File: config.mk
export PLATFORM = sky130hd
export DESIGN_NAME = exc_retire_ctrl
export DESIGN_NICKNAME = d
export VERILOG_FILES = /design/src/rtl/exc_retire_pkg.sv /design/src/rtl/exc_async_latch.sv /design/src/rtl/exc_msr_state.sv /design/src/rtl/exc_arbiter.sv /design/src/rtl/exc_retire_ctrl.sv
export SDC_FILE = /design/constraint.sdc
export NUM_CORES = 1
export LEC_CHECK = 0
export ABC_CLOCK_PERIOD_IN_PS = 2600
export BUFFER_PORTS_ARGS = -buffer_cell sky130_fd_sc_hd__buf_2
export CAP_MARGIN = 25
export CORE_MARGIN = 1
export CORE_UTILIZATION = 35
export DETAILED_ROUTE_END_ITERATION = 8
export PLACE_DENSITY = 0.7
export SLEW_MARGIN = 20
export SYNTH_ARGS = -nofsm -noshare
export SYNTH_HDL_FRONTEND = slang
export SYNTH_SLANG_ARGS = --single-unit
File: constraint.sdc
create_clock -name clk -period 2.6 [get_ports clk]
set_clock_uncertainty 0.2 [all_clocks]
set_input_delay 0.13 -clock clk [delete_from_list [all_inputs] [get_ports clk]]
set_output_delay 0.13 -clock clk [all_outputs]
set_load 0.01 [all_outputs]
File: src/rtl/exc_retire_pkg.sv
package exc_retire_pkg;

  localparam int VEC_W = 12;

  typedef enum logic [2:0] {
    SRC_NONE = 3'd0,
    SRC_RST  = 3'd1,
    SRC_MCK  = 3'd2,
    SRC_SYNC = 3'd3,
    SRC_EXT  = 3'd4,
    SRC_DEC  = 3'd5
  } exc_src_e;

  localparam logic [VEC_W-1:0] VEC_RESET   = 12'h100;
  localparam logic [VEC_W-1:0] VEC_MCHECK  = 12'h200;
  localparam logic [VEC_W-1:0] VEC_DACCESS = 12'h300;
  localparam logic [VEC_W-1:0] VEC_EXTIRQ  = 12'h500;
  localparam logic [VEC_W-1:0] VEC_PROGRAM = 12'h700;
  localparam logic [VEC_W-1:0] VEC_TIMER   = 12'h900;
  localparam logic [VEC_W-1:0] VEC_SYSCALL = 12'hC00;

  localparam int CAUSE_DACCESS = 0;
  localparam int CAUSE_PROGRAM = 1;
  localparam int CAUSE_FLOAT   = 2;
  localparam int CAUSE_TRAP    = 3;
  localparam int CAUSE_SYSCALL = 4;

  // vector for an instruction-caused fault
  function automatic logic [VEC_W-1:0] sync_vector(input int unsigned cause);
    case (cause)
      CAUSE_DACCESS: sync_vector = VEC_DACCESS;
      CAUSE_SYSCALL: sync_vector = VEC_SYSCALL;
      default:       sync_vector = VEC_PROGRAM;
    endcase
  endfunction

  // trap and system call resume past the instruction
  function automatic logic resumes_after(input int unsigned cause);
    resumes_after = (cause == CAUSE_TRAP) || (cause == CAUSE_SYSCALL);
  endfunction

endpackage

File: src/rtl/exc_async_latch.sv
module exc_async_latch #(
  parameter int N = 3
) (
  input  logic         clk,
  input  logic         rst_n,
  input  logic [N-1:0] req,
  input  logic [N-1:0] clr,
  output logic [N-1:0] eff
);
  logic [N-1:0] pend_q;

  for (genvar i = 0; i < N; i++) begin : g_src
    assign eff[i] = pend_q[i] | req[i];

    always_ff @(posedge clk) begin
      if (!rst_n) pend_q[i] <= 1'b0;
      else        pend_q[i] <= eff[i] & ~clr[i];
    end

    assert_pending_kept_R9: assert property (@(posedge clk) disable iff (!rst_n)
      (eff[i] && !clr[i]) |=> pend_q[i]);
  end
endmodule

File: src/rtl/exc_msr_state.sv
module exc_msr_state #(
  parameter int          MW        = 32,
  parameter int          EE_BIT    = 15,
  parameter int          RI_BIT    = 1,
  parameter logic [MW-1:0] RESET_MSR = '0
) (
  input  logic          clk,
  input  logic          rst_n,
  input  logic          take,
  input  logic          ret_valid,
  input  logic [MW-1:0] ret_msr,
  output logic [MW-1:0] msr_q,
  output logic          busy_q
);
  localparam logic [MW-1:0] CLR_MASK = ~((MW'(1) << EE_BIT) | (MW'(1) << RI_BIT));

  always_ff @(posedge clk) begin
    if (!rst_n) begin
      msr_q  <= RESET_MSR;
      busy_q <= 1'b0;
    end else if (take) begin
      msr_q  <= msr_q & CLR_MASK;
      busy_q <= 1'b1;
    end else if (ret_valid) begin
      msr_q  <= ret_msr;
      busy_q <= 1'b0;
    end
  end

  assert_msr_cleared_R8: assert property (@(posedge clk) disable iff (!rst_n)
    take |=> (!msr_q[EE_BIT] && !msr_q[RI_BIT] && busy_q));
endmodule

File: src/rtl/exc_arbiter.sv
module exc_arbiter
  import exc_retire_pkg::*;
#(
  parameter int AW   = 32,
  parameter int CW   = 4,
  parameter int ILEN = 4
) (
  input  logic                head_valid,
  input  logic                head_done,
  input  logic                head_exc,
  input  logic [CW-1:0]       head_cause,
  input  logic [AW-1:0]       head_pc,
  input  logic [AW-1:0]       head_npc,
  input  logic [AW-1:0]       fetch_pc,
  input  logic                rst_req,
  input  logic                mck_eff,
  input  logic                ext_eff,
  input  logic                dec_eff,
  input  logic                ee,
  input  logic                busy,
  output exc_src_e            src,
  output logic                head_ready,
  output logic [VEC_W-1:0]    vec,
  output logic [AW-1:0]       srr0
);
  logic sync_ok, async_win, nmi;
  int unsigned cause_u;

  assign cause_u   = int'(head_cause);
  assign sync_ok   = head_valid && head_done && head_exc && !busy;
  assign async_win = ee && !busy && (!head_valid || (head_done && !head_exc));

  always_comb begin
    if (rst_req)                    src = SRC_RST;
    else if (mck_eff)               src = SRC_MCK;
    else if (sync_ok)               src = SRC_SYNC;
    else if (async_win && ext_eff)  src = SRC_EXT;
    else if (async_win && dec_eff)  src = SRC_DEC;
    else                            src = SRC_NONE;
  end

  assign nmi        = (src == SRC_RST) || (src == SRC_MCK);
  assign head_ready = head_valid && head_done && !head_exc && !nmi;

  always_comb begin
    vec  = '0;
    srr0 = '0;
    case (src)
      SRC_RST, SRC_MCK: begin
        vec  = (src == SRC_RST) ? VEC_RESET : VEC_MCHECK;
        srr0 = head_valid ? head_pc : fetch_pc;
      end
      SRC_SYNC: begin
        vec  = sync_vector(cause_u);
        srr0 = resumes_after(cause_u) ? head_pc + AW'(ILEN) : head_pc;
      end
      SRC_EXT, SRC_DEC: begin
        vec  = (src == SRC_EXT) ? VEC_EXTIRQ : VEC_TIMER;
        srr0 = head_valid ? head_npc : fetch_pc;
      end
      default: ;
    endcase
  end
endmodule

File: src/rtl/exc_retire_ctrl.sv
module exc_retire_ctrl
  import exc_retire_pkg::*;
#(
  parameter int            AW        = 32,
  parameter int            MW        = 32,
  parameter int            CW        = 4,
  parameter int            ILEN      = 4,
  parameter int            EE_BIT    = 15,
  parameter int            RI_BIT    = 1,
  parameter logic [MW-1:0] RESET_MSR = '0
) (
  input  logic             clk,
  input  logic             rst_n,
  input  logic             head_valid,
  output logic             head_ready,
  input  logic             head_done,
  input  logic             head_exc,
  input  logic [CW-1:0]    head_cause,
  input  logic [AW-1:0]    head_pc,
  input  logic [AW-1:0]    head_npc,
  input  logic [AW-1:0]    fetch_pc,
  input  logic             rst_req,
  input  logic             mck_req,
  input  logic             ext_req,
  input  logic             dec_req,
  input  logic             ret_valid,
  input  logic [MW-1:0]    ret_msr,
  output logic             take_o,
  output logic             flush_o,
  output logic [VEC_W-1:0] vec_o,
  output logic [AW-1:0]    srr0_o,
  output logic [MW-1:0]    srr1_o,
  output logic [MW-1:0]    msr_o
);
  localparam int NSRC = 3; // machine check, external, timer

  exc_src_e        src;
  logic [NSRC-1:0] req_v, clr_v, eff_v;
  logic [MW-1:0]   msr_q;
  logic            busy_q;

  assign req_v = {dec_req, ext_req, mck_req};
  assign clr_v = {src == SRC_DEC, src == SRC_EXT, src == SRC_MCK};

  exc_async_latch #(.N(NSRC)) u_latch (
    .clk(clk), .rst_n(rst_n), .req(req_v), .clr(clr_v), .eff(eff_v)
  );

  exc_arbiter #(.AW(AW), .CW(CW), .ILEN(ILEN)) u_arb (
    .head_valid(head_valid), .head_done(head_done), .head_exc(head_exc),
    .head_cause(head_cause), .head_pc(head_pc), .head_npc(head_npc),
    .fetch_pc(fetch_pc), .rst_req(rst_req), .mck_eff(eff_v[0]),
    .ext_eff(eff_v[1]), .dec_eff(eff_v[2]), .ee(msr_q[EE_BIT]),
    .busy(busy_q), .src(src), .head_ready(head_ready), .vec(vec_o),
    .srr0(srr0_o)
  );

  exc_msr_state #(.MW(MW), .EE_BIT(EE_BIT), .RI_BIT(RI_BIT), .RESET_MSR(RESET_MSR)) u_state (
    .clk(clk), .rst_n(rst_n), .take(take_o), .ret_valid(ret_valid),
    .ret_msr(ret_msr), .msr_q(msr_q), .busy_q(busy_q)
  );

  assign take_o  = (src != SRC_NONE);
  assign flush_o = take_o;
  assign srr1_o  = msr_q;
  assign msr_o   = msr_q;

  assert_busy_override_R7: assert property (@(posedge clk) disable iff (!rst_n)
    (take_o && busy_q) |-> (vec_o == VEC_RESET || vec_o == VEC_MCHECK));

  assert_ext_needs_ee_R4: assert property (@(posedge clk) disable iff (!rst_n)
    (take_o && (vec_o == VEC_EXTIRQ || vec_o == VEC_TIMER)) |-> msr_o[EE_BIT]);

  assert_retire_clean_R11: assert property (@(posedge clk) disable iff (!rst_n)
    head_ready |-> (head_valid && head_done && !head_exc));

  assert_retire_vs_take_R1: assert property (@(posedge clk) disable iff (!rst_n)
    (head_ready && take_o) |-> (vec_o == VEC_EXTIRQ || vec_o == VEC_TIMER));
endmodule

# Word level (Yosys, flattened, before mapping)
# Cells that the tools add are included.
# W data, S select, Z words.
[word_totals]
register_bits = 36
out_inout_bits = 111
elab_cells = 64
[classes]
n_addsub = 1
eq_ne = 7
n_mux = 15
bitwise = 11
n_reduce_logical = 24
[op_table]
columns = ["operator", "count"]
rows = [
  ["$mux W32", 3],
  ["$pmux W32 S3", 1],
  ["$pmux W12 S3", 1],
  ["$add A32 B3 Y32 const B", 1],
  ["$logic_not A32 Y1", 1],
  ["$pmux W12 S2", 1],
  ["$mux W3", 5],
  ["$mux W12", 1],
  ["$logic_and A1 B1 Y1", 10],
  ["$mux W10", 1],
  ["$eq A3 B2 Y1 const B", 2],
  ["$eq A3 B3 Y1 const B", 2],
  ["$reduce_or A2 Y1", 3],
  ["$not A1 Y1", 5],
  ["$eq A4 B2 Y1 const B", 1],
  ["$eq A4 B3 Y1 const B", 1],
  ["$logic_not A1 Y1", 4],
  ["$and A1 B1 Y1", 3],
  ["$eq A3 B1 Y1 const B", 1],
  ["$logic_or A1 B1 Y1", 3],
  ["$or A1 B1 Y1", 3],
  ["$reduce_bool A3 Y1", 1],
  ["$mux W1", 2],
  ["$reduce_and A2 Y1", 1],
  ["$reduce_bool A2 Y1", 1],
]

# Longest topological paths before layout
[depth]
word_depth = 14
depth_mapped = 7
ltp_nobuf = 6

# Cells and area by module
# Synthesis repeated with hierarchy kept, for this count alone.
[unflattened]
hier_cells = 475
area_unflattened_um2 = 3459.6
[modules_own_cells]
columns = ["mod", "n_inst", "cells_per_inst", "area_each_um2", "seq_area_each_um2"]
rows = [
  ["exc_arbiter", 1, 287, 1724.2, 0.0],
  ["exc_msr_state", 1, 142, 1351.3, 660.6],
  ["exc_retire_ctrl", 1, 37, 279.0, 0.0],
  ["exc_async_latch", 1, 9, 105.1, 60.1],
]

# Worst setup path before layout
# No wires, ideal clock.
[synth_path]
path_kind = "input port to output port"
startpoint = "input head_cause[0]"
endpoint = "output srr0_o[31]"
arrival_time_ps = 1733
setup_slack_ps = 537
path_stages = 5
n_path_buf = 0
path_cell_list = "nor4b_4 > nor2_2 > or4b_1 > or4_1 > nand3_1"
[synth_between]
elab_chain_cells = 4
word_cells_on_any_way = 5
cone_classes = "eq/ne: 2; mux: 2; reduce/logical: 1"
[synth_lines]
columns = ["element", "line_no", "text"]
rows = [
  ["start: declaration", "exc_retire_ctrl.sv:18", "input logic [CW-1:0] head_cause,"],
  ["$eq A4 B2 Y1 or $eq A4 B3 Y1 (tied branches)", "exc_retire_pkg.sv:39", "resumes_after = (cause == CAUSE_TRAP) || (cause == CAUSE_SYSCALL);"],
  ["$logic_or A1 B1 Y1 (*)", "exc_retire_pkg.sv:39", ""],
  ["$mux W32 (*)", "exc_arbiter.sv:55", "srr0 = resumes_after(cause_u) ? head_pc + AW'(ILEN) : head_pc;"],
  ["$pmux W32 S3 (*)", "exc_arbiter.sv:48", "case (src)"],
  ["end: declaration", "exc_retire_ctrl.sv:31", "output logic [AW-1:0] srr0_o,"],
]
# Every way passes the cells marked *; elsewhere a longest branch is shown, timed or not.

# Final worst setup path
[layout_path]
startpoint = "input rst_req"
endpoint = "output srr0_o[26]"
[layout_between]
elab_chain_cells = 4
word_cells_on_any_way = 9
cone_classes = "eq/ne: 5; mux: 2; reduce/logical: 2"
[layout_lines]
columns = ["element", "line_no", "text"]
rows = [
  ["start: declaration", "exc_retire_ctrl.sv:22", "input logic rst_req,"],
  ["$mux W3 (*)", "exc_arbiter.sv:34", "if (rst_req) src = SRC_RST;"],
  ["$eq A3 B3 Y1, or another cell as far along", "exc_arbiter.sv:48", ""],
  ["$reduce_or A2 Y1", "exc_arbiter.sv:48", ""],
  ["$pmux W32 S3 (*)", "exc_arbiter.sv:48", ""],
]
# Marks and branches as above.

==> reports/summary.log <==
INFO  power_and_ir_drop power.leakage=2.33nW
INFO  power_and_ir_drop finalPower=1.58mW
INFO  synthesis      postSynthCellCount=501
INFO  critical_path  worst-path-max-fanout=31
INFO  synthesis      synth.yosys.seq_area_share=0.218
INFO  min_path       holdCritPathClass=primary input to register
INFO  synthesis      synth_async_sr_flop_share=0
INFO  floorplan      coreArea=9200um^2
INFO  power_and_ir_drop power_density_over_the_cells=328nW/um^2
INFO  synthesis      mappedNetlistArea=3310um^2
INFO  floorplan      floorplan.rows=35
INFO  floorplan      width_of_the_chip=99.2um
INFO  power_and_ir_drop irDropWorstVdd=0.000336V
INFO  critical_path  cp_data_required_time=2270ps
INFO  placement      dpl.cell_count=798
INFO  cells_and_area nNetsFinal=872
INFO  power_and_ir_drop power_report.internal_total=1.03mW
INFO  clocking       cts_max_path_buffers=2
INFO  grt            grt_overflow=0
INFO  critical_path  critPathLaunchType=primary input
INFO  cells_and_area final_cells=841
INFO  placement      gpl.final_weighted_congestion=0.861
INFO  sta            finalSetupViolCount=0
INFO  clocking       h-tree-depth=2
INFO  detailed_routing route.detailed.vias_per_inst=5.24
INFO  synthesis      post_synth_num_cell_types=46
INFO  cells_and_area layout_common_cells=244 x sky130_fd_sc_hd__buf_2, 99 x sky130_fd_sc_hd__nand2_1, 65 x sky130_fd_sc_hd__o21ai_0
INFO  cells_and_area mostFrequentLayoutCell=sky130_fd_sc_hd__buf_2
INFO  grt            number_of_antenna_violations_at_the_first_check_in_global_routing=0
INFO  synthesis      yosys_warnings=0
INFO  synthesis      synth_flop_cell=sky130_fd_sc_hd__dfxtp_1
INFO  placement      io_buffers=244
INFO  outcome        run_status=completed
INFO  floorplan      area_of_the_die=9840um^2
INFO  clocking       cts_setup_buffers=0
INFO  power_and_ir_drop comb_power_share=0.373
INFO  clocking       numCtsBuffers=5
INFO  grt            grt_pass1_vias=4091
INFO  grt            wire_length_of_the_first_global_routing_pass=19200um
INFO  detailed_routing route.vias.total=4403
INFO  sta            worst-slew-pin-transition=703ps
INFO  detailed_routing drt_drc_violations_left=0
INFO  sta            achievable-frequency=402MHz
INFO  cells_and_area syn_to_final_growth=45.1%
INFO  cells_and_area n_antenna_cell=0
INFO  detailed_routing wl=12300um
INFO  power_and_ir_drop power.switching=0.542mW
INFO  floorplan      initial_util=0.359
INFO  clocking       cts_sinks=36
INFO  detailed_routing wire_per_inst=14.7um
INFO  sta            grt_setup_unrepaired=false
INFO  sta            finalHoldViolations=0
INFO  sta            fin_setup_tns=0ps
INFO  synthesis      synthesis.area_per_instance=6.60um^2
INFO  sta            maxSlewHeadroom=0.530
INFO  cells_and_area drive_gt1_frac=0.375
INFO  power_and_ir_drop sw_frac_of_total=0.344
INFO  floorplan      die_h=99.2um
INFO  detailed_routing dr.first_iter.drc_count=131
INFO  grt            grt_max_degree=66
INFO  grt            gr-usage-all-layers=0.239
INFO  detailed_routing number_of_nets_with_antenna_violations_after_routing=0
INFO  placement      instance_area_at_placement=4350um^2
INFO  sta            finalCriticalPeriod=2490ps
INFO  clocking       cts.root.buffer_cell=sky130_fd_sc_hd__clkbuf_8
INFO  critical_path  end_kind=primary output
INFO  job            max-cap-violations=0
INFO  synthesis      yosys_register_bits=36
INFO  power_and_ir_drop share_clk_of_total_power=0.256
INFO  clocking       cts_tree=done
INFO  detailed_routing drt-pass1-iter-count=4
INFO  sta            finalMaxSlewViolations=0
INFO  synthesis      edff_count_synth=0
INFO  sta            period_share=0.957
INFO  floorplan      boundaryPins=253
INFO  power_and_ir_drop power.share.sequential=0.372
INFO  placement      dp_hpwl=9080um
INFO  cells_and_area layout.cell_area.non_filler=4800um^2
INFO  clocking       clk_pin_slew_worst_paths=70ps
INFO  critical_path  data_arrival_time_of_the_worst_path=2160ps
INFO  clocking       clock_insertion_delay_worst_skew=280ps
INFO  critical_path  critical_path_class=primary input to primary output
[cell families after synthesis]
logic type / count (synthesis) / synth area share
adders and majority gates: 1 / 0.00378
muxes: 5 / 0.0151
xor gates and xnor gates: 27 / 0.0715
AOI/OAI and AO/OA: 116 / 0.204
DFF: 36 / 0.218
buffers and inverters: 83 / 0.142
other: 1 / 0.00113
and+or+nand+nor: 232 / 0.344
[per-stage QoR]
stage,worst slack [ps],hold WS [ps],util
2_1_floorplan,537,69.9,-
3_3_place_gp,289,174,0.473
3_5_place_dp,294,185,0.473
4_1_cts,119,28.6,0.521
5_1_grt,28.7,31.3,0.521
6_report,112,32.2,0.521
[state kept, by name, indices dropped and copies added (netlist names)]
name,flops
u_latch.pend_q,3
u_state.busy_q,1
u_state.msr_q,32
[cell type report]
class                      count  area [um^2]
inverter                       5         18.8
clock inverter                 3         21.3
multi-input combinational    389         2160
tap                          111          139
sequential                    36          721
fill                         926         4400
clock buffer                   5         68.8
timing repair buffer         292         1670
[path summary, 6_finish.rpt]
check | start | endpoint | slack [ps] | cells after the start
worst max-delay path | rst_req | srr0_o[26] | 110 | 9
worst min-delay path | ret_valid | u_state.busy_q | 30 | 3
worst max register to register | u_latch.pend_q[1] | u_state.msr_q[21] | 610 | 6
worst min register to register | u_state.msr_q[19] | u_state.msr_q[19] | 290 | 2
[per-layer routing]
| layer | vias to the layer above | GRT usage | share of wire |
|---|---|---|---|
| met5 | - | 0 | 0 |
| met4 | 0 | 0.0781 | 0.025 |
| met1 | 1974 | 0.266 | 0.40 |
| met2 | 216 | 0.465 | 0.51 |
| met3 | 24 | 0.0316 | 0.065 |
| li1 | 2189 | - | - |
[Yosys cell counts (all sizes together) (3+ instances only)]
master  count  area, um^2
a21oi       4        20.0
nor2       14        55.1
nand4      12        81.3
nor4        4        25.0
or2         3        18.8
buf        46         330
o21ai      66         330
dfxtp      36         721
nor3b       3        22.5
and4        6        55.1
nand2      99         372
and3        4        25.0
nand3      64         320
xor2        6        52.6
nor3       13        65.1
inv         5        18.8
clkbuf     32         120
mux2i       5        50.1
xnor2      21         184
o22ai      28         175
o211ai      6        45.0
[what timing repair did]
action / CTS / global route
hold endpoints to repair: 34 / 0
hold buffers: 35 / 0
gates resized for setup: 0 / 1
setup endpoints to repair: 0 / 2
[worst max-delay path, cell delays in order]
cell and delay [ps]:
sky130_fd_sc_hd__dlygate4sd3_1 540, sky130_fd_sc_hd__buf_2 150, sky130_fd_sc_hd__or3_1 380, sky130_fd_sc_hd__buf_4 270, sky130_fd_sc_hd__nor2_1 260, sky130_fd_sc_hd__nand2_1 80
sky130_fd_sc_hd__nand2_1 70, sky130_fd_sc_hd__a221o_1 140, sky130_fd_sc_hd__buf_2 130
[power groups by stage]
stage	Combinational, mW	Sequential, mW	Clock [mW]
global route	0.645	0.589	0.444
floorplan	0.297	0.603	0
global placement	0.531	0.597	0
detailed placement	0.540	0.598	0
finish	0.587	0.586	0.403
CTS	0.582	0.586	0.415
(Power assumes the default switching activity.)
